<file path="src/rtl/asram_pkg.sv">
package asram_pkg;

    localparam int ADDR_W = 21;
    localparam int DATA_W = 8;

    typedef enum logic [2:0] {
        ST_IDLE,
        ST_WR_SETUP,
        ST_WR_PULSE,
        ST_WR_RECOVER,
        ST_RD_WAIT,
        ST_RD_CAPTURE
    } seq_state_t;

    typedef struct packed {
        logic              is_write;
        logic [ADDR_W-1:0] addr;
        logic [DATA_W-1:0] wdata;
    } access_t;

    typedef struct packed {
        logic ce_n;
        logic we_n;
        logic oe_n;
        logic dq_oe;
    } strobe_t;

    // whole clock cycles covering a span in ns, never fewer than one
    function automatic int ns_to_cycles(input int span_ns, input int period_ns);
        int c;
        c = (span_ns + period_ns - 1) / period_ns;
        if (c < 1) c = 1;
        return c;
    endfunction

    function automatic int imax(input int a, input int b);
        return (a > b) ? a : b;
    endfunction

    // pin levels belonging to each sequencer state
    function automatic strobe_t strobes_for(input seq_state_t s);
        strobe_t o;
        o = '{ce_n: 1'b1, we_n: 1'b1, oe_n: 1'b1, dq_oe: 1'b0};
        case (s)
            ST_WR_SETUP:   o.ce_n = 1'b0;
            ST_WR_PULSE: begin
                o.ce_n  = 1'b0;
                o.we_n  = 1'b0;
                o.dq_oe = 1'b1;
            end
            ST_WR_RECOVER: o.ce_n = 1'b0;
            ST_RD_WAIT: begin
                o.ce_n = 1'b0;
                o.oe_n = 1'b0;
            end
            default:       ;
        endcase
        return o;
    endfunction

endpackage

</file>
<file path="src/rtl/asram_powerup.sv">
module asram_powerup #(
    parameter int WAIT_CYC = 100
) (
    input  logic clk,
    input  logic rst,
    output logic done
);
    localparam int W = $clog2(WAIT_CYC + 1);

    logic [W-1:0] cnt_q;
    logic         done_q;

    always_ff @(posedge clk) begin
        if (rst) begin
            cnt_q  <= '0;
            done_q <= 1'b0;
        end else if (!done_q) begin
            if (cnt_q == W'(WAIT_CYC - 1)) done_q <= 1'b1;
            else                           cnt_q  <= cnt_q + 1'b1;
        end
    end

    assign done = done_q;
endmodule

</file>
<file path="src/rtl/asram_phase_cnt.sv">
module asram_phase_cnt #(
    parameter int W = 4
) (
    input  logic         clk,
    input  logic         rst,
    input  logic         load,
    input  logic [W-1:0] load_val,
    output logic         done
);
    logic [W-1:0] cnt_q;

    always_ff @(posedge clk) begin
        if (rst)               cnt_q <= '0;
        else if (load)         cnt_q <= load_val;
        else if (cnt_q != '0)  cnt_q <= cnt_q - 1'b1;
    end

    assign done = (cnt_q == '0);
endmodule

</file>
<file path="src/rtl/asram_seq.sv">
module asram_seq
    import asram_pkg::*;
#(
    parameter int PH_W      = 4,
    parameter int SETUP_CYC = 1,
    parameter int PULSE_CYC = 1,
    parameter int RECOV_CYC = 1,
    parameter int READ_CYC  = 1
) (
    input  logic              clk,
    input  logic              rst,
    input  logic              powered,
    input  logic              req_valid,
    input  access_t           req_in,
    output logic              req_ready,
    output logic              rsp_valid,
    output logic [DATA_W-1:0] rsp_rdata,
    output logic [ADDR_W-1:0] mem_addr,
    output strobe_t           pins,
    output logic [DATA_W-1:0] dq_out,
    input  logic [DATA_W-1:0] dq_in
);
    seq_state_t        state_q, state_d;
    logic [ADDR_W-1:0] addr_q;
    logic [DATA_W-1:0] wdata_q, rdata_q;
    strobe_t           pins_q;
    logic              rsp_q;
    logic              ph_load, ph_done;
    logic [PH_W-1:0]   ph_val;
    logic              accept;

    assign req_ready = powered && (state_q == ST_IDLE);
    assign accept    = req_valid && req_ready;

    asram_phase_cnt #(.W(PH_W)) u_phase (
        .clk      (clk),
        .rst      (rst),
        .load     (ph_load),
        .load_val (ph_val),
        .done     (ph_done)
    );

    always_comb begin
        state_d = state_q;
        ph_load = 1'b0;
        ph_val  = '0;
        case (state_q)
            ST_IDLE: if (accept) begin
                ph_load = 1'b1;
                if (req_in.is_write) begin
                    state_d = ST_WR_SETUP;
                    ph_val  = PH_W'(SETUP_CYC - 1);
                end else begin
                    state_d = ST_RD_WAIT;
                    ph_val  = PH_W'(READ_CYC - 1);
                end
            end
            ST_WR_SETUP: if (ph_done) begin
                state_d = ST_WR_PULSE;
                ph_load = 1'b1;
                ph_val  = PH_W'(PULSE_CYC - 1);
            end
            ST_WR_PULSE: if (ph_done) begin
                state_d = ST_WR_RECOVER;
                ph_load = 1'b1;
                ph_val  = PH_W'(RECOV_CYC - 1);
            end
            ST_WR_RECOVER: if (ph_done) state_d = ST_IDLE;
            ST_RD_WAIT:    if (ph_done) state_d = ST_RD_CAPTURE;
            ST_RD_CAPTURE: state_d = ST_IDLE;
            default:       state_d = ST_IDLE;
        endcase
    end

    always_ff @(posedge clk) begin
        if (rst) begin
            state_q <= ST_IDLE;
            pins_q  <= strobes_for(ST_IDLE);
            rsp_q   <= 1'b0;
            addr_q  <= '0;
            wdata_q <= '0;
            rdata_q <= '0;
        end else begin
            state_q <= state_d;
            pins_q  <= strobes_for(state_d);
            rsp_q   <= (state_d == ST_RD_CAPTURE);
            if (accept) begin
                addr_q  <= req_in.addr;
                wdata_q <= req_in.wdata;
            end
            if (state_q == ST_RD_WAIT && ph_done) rdata_q <= dq_in;
        end
    end

    assign pins      = pins_q;
    assign mem_addr  = addr_q;
    assign dq_out    = wdata_q;
    assign rsp_valid = rsp_q;
    assign rsp_rdata = rdata_q;
endmodule

</file>
<file path="src/rtl/asram_ctrl.sv">
module asram_ctrl
    import asram_pkg::*;
#(
    parameter int CLK_PERIOD_NS = 10,
    parameter int POWERUP_NS    = 1_000_000,
    parameter int T_RC_NS       = 10,
    parameter int T_AA_NS       = 10,
    parameter int T_DOE_NS      = 5,
    parameter int T_WC_NS       = 10,
    parameter int T_PWE_NS      = 7,
    parameter int T_AW_NS       = 7,
    parameter int T_SA_NS       = 0,
    parameter int T_SD_NS       = 6
) (
    input  logic              clk,
    input  logic              rst,
    input  logic              req_valid,
    output logic              req_ready,
    input  logic              req_write,
    input  logic [ADDR_W-1:0] req_addr,
    input  logic [DATA_W-1:0] req_wdata,
    output logic              rsp_valid,
    output logic [DATA_W-1:0] rsp_rdata,
    output logic [ADDR_W-1:0] sram_addr,
    output logic              sram_ce_n,
    output logic              sram_we_n,
    output logic              sram_oe_n,
    output logic [DATA_W-1:0] sram_dq_out,
    output logic              sram_dq_oe,
    input  logic [DATA_W-1:0] sram_dq_in
);
    localparam int P         = CLK_PERIOD_NS;
    localparam int WAIT_CYC  = ns_to_cycles(POWERUP_NS, P);
    localparam int SETUP_CYC = ns_to_cycles(T_SA_NS, P);
    localparam int PULSE_CYC = ns_to_cycles(imax(T_PWE_NS, imax(T_SD_NS, T_AW_NS)), P);
    localparam int WC_CYC    = ns_to_cycles(T_WC_NS, P);
    localparam int RECOV_CYC = imax(1, WC_CYC - SETUP_CYC - PULSE_CYC);
    localparam int READ_CYC  = ns_to_cycles(imax(imax(T_AA_NS, T_RC_NS), T_DOE_NS), P);
    localparam int PH_MAX    = imax(imax(SETUP_CYC, PULSE_CYC), imax(RECOV_CYC, READ_CYC));
    localparam int PH_W      = $clog2(PH_MAX + 1);

    logic    powered;
    access_t req_in;
    strobe_t pins;

    assign req_in = '{is_write: req_write, addr: req_addr, wdata: req_wdata};

    asram_powerup #(.WAIT_CYC(WAIT_CYC)) u_pwr (
        .clk  (clk),
        .rst  (rst),
        .done (powered)
    );

    asram_seq #(
        .PH_W      (PH_W),
        .SETUP_CYC (SETUP_CYC),
        .PULSE_CYC (PULSE_CYC),
        .RECOV_CYC (RECOV_CYC),
        .READ_CYC  (READ_CYC)
    ) u_seq (
        .clk       (clk),
        .rst       (rst),
        .powered   (powered),
        .req_valid (req_valid),
        .req_in    (req_in),
        .req_ready (req_ready),
        .rsp_valid (rsp_valid),
        .rsp_rdata (rsp_rdata),
        .mem_addr  (sram_addr),
        .pins      (pins),
        .dq_out    (sram_dq_out),
        .dq_in     (sram_dq_in)
    );

    assign sram_ce_n  = pins.ce_n;
    assign sram_we_n  = pins.we_n;
    assign sram_oe_n  = pins.oe_n;
    assign sram_dq_oe = pins.dq_oe;
endmodule

</file>
<file path="config.mk">
export PLATFORM = sky130hd
export DESIGN_NAME = asram_ctrl
export DESIGN_NICKNAME = d
export VERILOG_FILES = /design/src/rtl/asram_pkg.sv /design/src/rtl/asram_powerup.sv /design/src/rtl/asram_phase_cnt.sv /design/src/rtl/asram_seq.sv /design/src/rtl/asram_ctrl.sv
export SDC_FILE = /design/constraint.sdc
export NUM_CORES = 1
export LEC_CHECK = 0
export CORE_MARGIN = 2
export CORE_UTILIZATION = 45
export CTS_CLUSTER_SIZE = 20
export DETAILED_ROUTE_END_ITERATION = 6
export PLACE_DENSITY = 0.78
export SETUP_SLACK_MARGIN = 0.3
export SYNTH_ARGS = -nofsm -noshare
export SYNTH_HDL_FRONTEND = slang
export SYNTH_SLANG_ARGS = --single-unit
export TNS_END_PERCENT = 30
</file>
<file path="constraint.sdc">
create_clock -name clk -period 1.8 [get_ports clk]
set_input_delay 0.27 -clock clk [delete_from_list [all_inputs] [get_ports clk]]
set_output_delay 0.27 -clock clk [all_outputs]
set_load 0.01 [all_outputs]
</file>
==> metrics.txt <==
# TYPE chip_impl_metric gauge
chip_impl_info{name="yosys-top-cells-area",value="sky130_fd_sc_hd__dfxtp_1 (49%), sky130_fd_sc_hd__nand2_1 (10%), sky130_fd_sc_hd__a21oi_1 (6.5%), sky130_fd_sc_hd__nand2b_1 (4.3%), sky130_fd_sc_hd__mux2i_1 (3.4%)"} 1
chip_impl_info{name="cts_root_buffer",value="sky130_fd_sc_hd__clkbuf_8"} 1
chip_impl_metric{name="finalHoldViolCount",unit=""} 0
chip_impl_info{name="worst_hold_path_type",value="input pin to flop"} 1
chip_impl_metric{name="post_synthesis_register_bit_count",unit=""} 64
chip_impl_metric{name="cts_buffers",unit=""} 9
chip_impl_metric{name="static_leakage",unit="nW"} 1.468
chip_impl_metric{name="timing.max_slew.rel_slack",unit=""} 0.5856
chip_impl_metric{name="cts_max_path_buffers",unit=""} 2
chip_impl_info{name="ys.flop_type",value="sky130_fd_sc_hd__dfxtp_1"} 1
chip_impl_metric{name="grt-ovfl-total",unit=""} 0
chip_impl_metric{name="design.die.area",unit="µm²"} 6434
chip_impl_info{name="cts_tree",value="done"} 1
chip_impl_metric{name="maximum_clock_rate",unit="MHz"} 657.5
chip_impl_metric{name="worst_ir_drop_vdd",unit="mV"} 0.4634
chip_impl_info{name="yosysTopAreaCell",value="sky130_fd_sc_hd__dfxtp_1"} 1
chip_impl_metric{name="crit_path_max_incr_delay",unit="ns"} 0.37
chip_impl_info{name="critical_path_class",value="flop to flop"} 1
chip_impl_info{name="worstPathCellList",value="nor4b_4 -> buf_4 -> and2_4 -> clkbuf_16 -> nand2_1 -> a21oi_1"} 1
chip_impl_metric{name="syn-mean-instance-area",unit="µm²"} 8.684
chip_impl_metric{name="synth-edff-count",unit=""} 0
chip_impl_metric{name="ys_types",unit=""} 42
chip_impl_metric{name="layout.nets",unit=""} 438
chip_impl_metric{name="place_inst",unit=""} 451
chip_impl_metric{name="groute.usage.overall",unit=""} 0.1925
chip_impl_metric{name="io_pins",unit=""} 84
chip_impl_metric{name="dr.pass1.iters",unit=""} 4
chip_impl_metric{name="cts_htree_levels",unit=""} 3
chip_impl_metric{name="avgViaCountPerCell",unit=""} 5.101
chip_impl_metric{name="die_y_extent",unit="µm"} 80.21
chip_impl_metric{name="timing_worst_slew_pin_value",unit="ns"} 0.6216
chip_impl_metric{name="numClockSinks",unit=""} 64
chip_impl_metric{name="fillerInstances",unit=""} 397
chip_impl_info{name="setup_repair_after_global_routing_missed_its_margin",value="true"} 1
chip_impl_metric{name="post_layout_minimum_cycle_time",unit="ns"} 1.521
chip_impl_metric{name="gp_routability_congestion",unit=""} 0.8659
chip_impl_metric{name="seq_area_frac_synth",unit=""} 0.4902
chip_impl_metric{name="instances_no_fill",unit=""} 473
chip_impl_metric{name="grt_antenna_before_repair",unit=""} 0
chip_impl_metric{name="layout-drive-gt1-share",unit=""} 0.2170
chip_impl_metric{name="drv_cap",unit=""} 0
chip_impl_metric{name="route.vias.total",unit=""} 2413
chip_impl_metric{name="drtIter0Drc",unit=""} 93
chip_impl_metric{name="average_wire_per_standard_cell",unit="µm"} 14.79
chip_impl_metric{name="slew_violations",unit=""} 0
chip_impl_metric{name="cp.arrival",unit="ns"} 1.78
chip_impl_metric{name="ys_async_sr_fraction",unit=""} 0
chip_impl_metric{name="final_util",unit=""} 0.7329
chip_impl_metric{name="die_w",unit="µm"} 80.21
chip_impl_metric{name="yosysWarnings",unit=""} 0
chip_impl_metric{name="remaining_antenna_violation_count_after_routing",unit=""} 0
chip_impl_metric{name="first_global_vias",unit=""} 2171
chip_impl_metric{name="hold_buffers",unit=""} 0
chip_impl_metric{name="setup_viol_count_final",unit=""} 0
chip_impl_metric{name="design.core.area",unit="µm²"} 5574
chip_impl_metric{name="clkLatencyLatePin",unit="ns"} 0.35
chip_impl_metric{name="drc_violations",unit=""} 0
chip_impl_info{name="critical_path.startpoint_type",value="flop"} 1
chip_impl_metric{name="grt_max_degree",unit=""} 43
chip_impl_metric{name="tns",unit="ns"} 0
chip_impl_info{name="crit_slowest_cell",value="sky130_fd_sc_hd__dfxtp_4"} 1
chip_impl_metric{name="clkSlewWorstSetupHoldPaths",unit="ns"} 0.07
chip_impl_metric{name="yosys.area.top_type_share",unit=""} 0.4902
chip_impl_metric{name="dp.final_hpwl",unit="mm"} 4.114
chip_impl_info{name="yosys-top-cells-count",value="sky130_fd_sc_hd__nand2_1 (70), sky130_fd_sc_hd__dfxtp_1 (64), sky130_fd_sc_hd__a21oi_1 (34), sky130_fd_sc_hd__nor2_1 (20), sky130_fd_sc_hd__nand2b_1 (18)"} 1
chip_impl_metric{name="floorplan.rows",unit=""} 27
chip_impl_metric{name="antenna_cells_inserted",unit=""} 0
chip_impl_metric{name="synth_fp_nets",unit=""} 343
chip_impl_info{name="synthMostInstantiatedCell",value="sky130_fd_sc_hd__nand2_1"} 1
chip_impl_metric{name="detail_route.wirelength",unit="mm"} 6.995
chip_impl_metric{name="finalClockSkew",unit="ns"} 0.009708
chip_impl_metric{name="power_per_unit_of_standard_cell_area",unit="nW/µm²"} 719.3
chip_impl_metric{name="io_buffer_count",unit=""} 83
chip_impl_metric{name="cp_required",unit="ns"} 2.06
chip_impl_metric{name="areaGrowthSynthToFinish",unit="%"} 56.29
chip_impl_metric{name="syn-instance-count",unit=""} 301
chip_impl_info{name="critical_path.endpoint_type",value="flop"} 1
chip_impl_metric{name="layout_worst_path_cycle_share",unit=""} 0.8449
chip_impl_metric{name="global_route_wire_length_before_repair",unit="mm"} 9.591
chip_impl_info{name="status",value="finished clean"} 1
chip_impl_metric{name="initial_core_util",unit=""} 0.4689
chip_impl_metric{name="synthesis.area",unit="µm²"} 2614
chip_impl_metric{name="path_max_fanout",unit=""} 7
[placed cells by master (no fill, tap or decap), types with 3 or more instances in the layout]
master,count
sky130_fd_sc_hd__clkdlybuf4s50_1,78
sky130_fd_sc_hd__nand2_1,64
sky130_fd_sc_hd__dfxtp_1,48
sky130_fd_sc_hd__a21oi_1,24
sky130_fd_sc_hd__nor2_1,20
sky130_fd_sc_hd__nand2b_1,18
sky130_fd_sc_hd__buf_4,11
sky130_fd_sc_hd__xnor2_1,10
sky130_fd_sc_hd__clkbuf_8,10
sky130_fd_sc_hd__mux2i_1,9
sky130_fd_sc_hd__dfxtp_2,9
sky130_fd_sc_hd__a21oi_2,8
sky130_fd_sc_hd__nor4_1,7
sky130_fd_sc_hd__dfxtp_4,7
sky130_fd_sc_hd__nor3_1,5
sky130_fd_sc_hd__nand2_4,4
sky130_fd_sc_hd__nor2b_1,4
sky130_fd_sc_hd__nand3_1,4
sky130_fd_sc_hd__mux2_2,4
sky130_fd_sc_hd__buf_6,3
[flip-flops by register name, indices dropped and copies added (netlist names)]
register / cells
u_seq.mem_addr: 21
u_pwr.cnt_q: 17
u_seq.dq_out: 8
u_seq.rsp_rdata: 8
u_seq.pins: 4
u_seq.state_q: 3
u_pwr.done: 1
u_seq.rsp_valid: 1
u_seq.u_phase.cnt_q: 1
[layout make-up]
| type | count | area, µm² | area share |
|---|---|---|---|
| Timing Repair Buffer | 101 | 1031 | 0.2524 |
| Inverter | 2 | 7.507 | 0.001838 |
| Clock buffer | 11 | 141.4 | 0.03461 |
| Sequential cell | 64 | 1319 | 0.3228 |
| Multi-Input combinational cell | 218 | 1416 | 0.3467 |
| Tap cell | 72 | 90.09 | 0.02205 |
| Clock inverter | 5 | 80.08 | 0.01960 |
[worst paths after layout]
check	from	endpoint	slack [ns]	depth (start not counted)
worst min register to register	u_seq.mem_addr[6]	u_seq.mem_addr[6]	0.45	2
worst max-delay path	u_seq.state_q[2]	u_seq.mem_addr[8]	0.28	6
worst min-delay path	rst	u_pwr.done	0.43	2
worst max register to register	u_seq.state_q[2]	u_seq.mem_addr[8]	0.28	6
[power breakdown]
group          total (mW)  switching [mW]  leakage, nW  internal [mW]
combinational       0.156          0.0551        0.836          0.101
clock                1.36           0.545        0.106          0.815
sequential           1.42         0.00932        0.526           1.41
total                2.94           0.609         1.47           2.33
[routing by layer]
layer,share of wire,GRT usage,up-vias,wire [µm]
li1,-,-,1198,-
met1,0.42,0.2328,1122,2960
met2,0.50,0.3133,83,3527
met3,0.059,0.06742,10,416
met4,0.013,0.07458,0,90
met5,0,0,-,0
[repair_timing]
item | in CTS | in global routing
gates resized for setup | 30 | 39
setup buffers | 3 | 1
pin swaps | 6 | 16
cloned | 0 | 2
endpoints found under the setup margin | 33 | 77
[cells by family (layout without fill, tap and decap cells)]
logic type,after synthesis,count (layout),synth area share
flip-flops,64,64,0.4902
adder cells (fa/ha/maj),1,1,0.004786
other,1,1,0.001435
multiplexers,13,13,0.05170
XOR/XNOR,11,11,0.03686
AO/OA/AOI/OAI,43,43,0.09143
buffers and inverters,19,119,0.03351
AND/OR/NAND/NOR,149,149,0.2901
[metrics by stage]
stage                     area, µm²  setup slack (ns)  hold slack (ns)  power, mW
after floorplan                2623            0.2510           0.4060      1.505
after global placement         3561            0.1151           0.4411      1.604
after detailed placement       3561           0.03300           0.4475      1.606
after CTS                      3897            0.2811           0.4092      2.955
after global routing           4085            0.1971           0.4737      3.030
final                          4085            0.2792           0.4337      2.938
[critical path, delay by kind of cell, from the launching register on]
family / cells / cell delay (ns)
buf+inv: 2 / 0.32
flops: 1 / 0.37
simple gates: 3 / 0.58
compound gates: 1 / 0.16
Power figures use the tool's default switching activity.
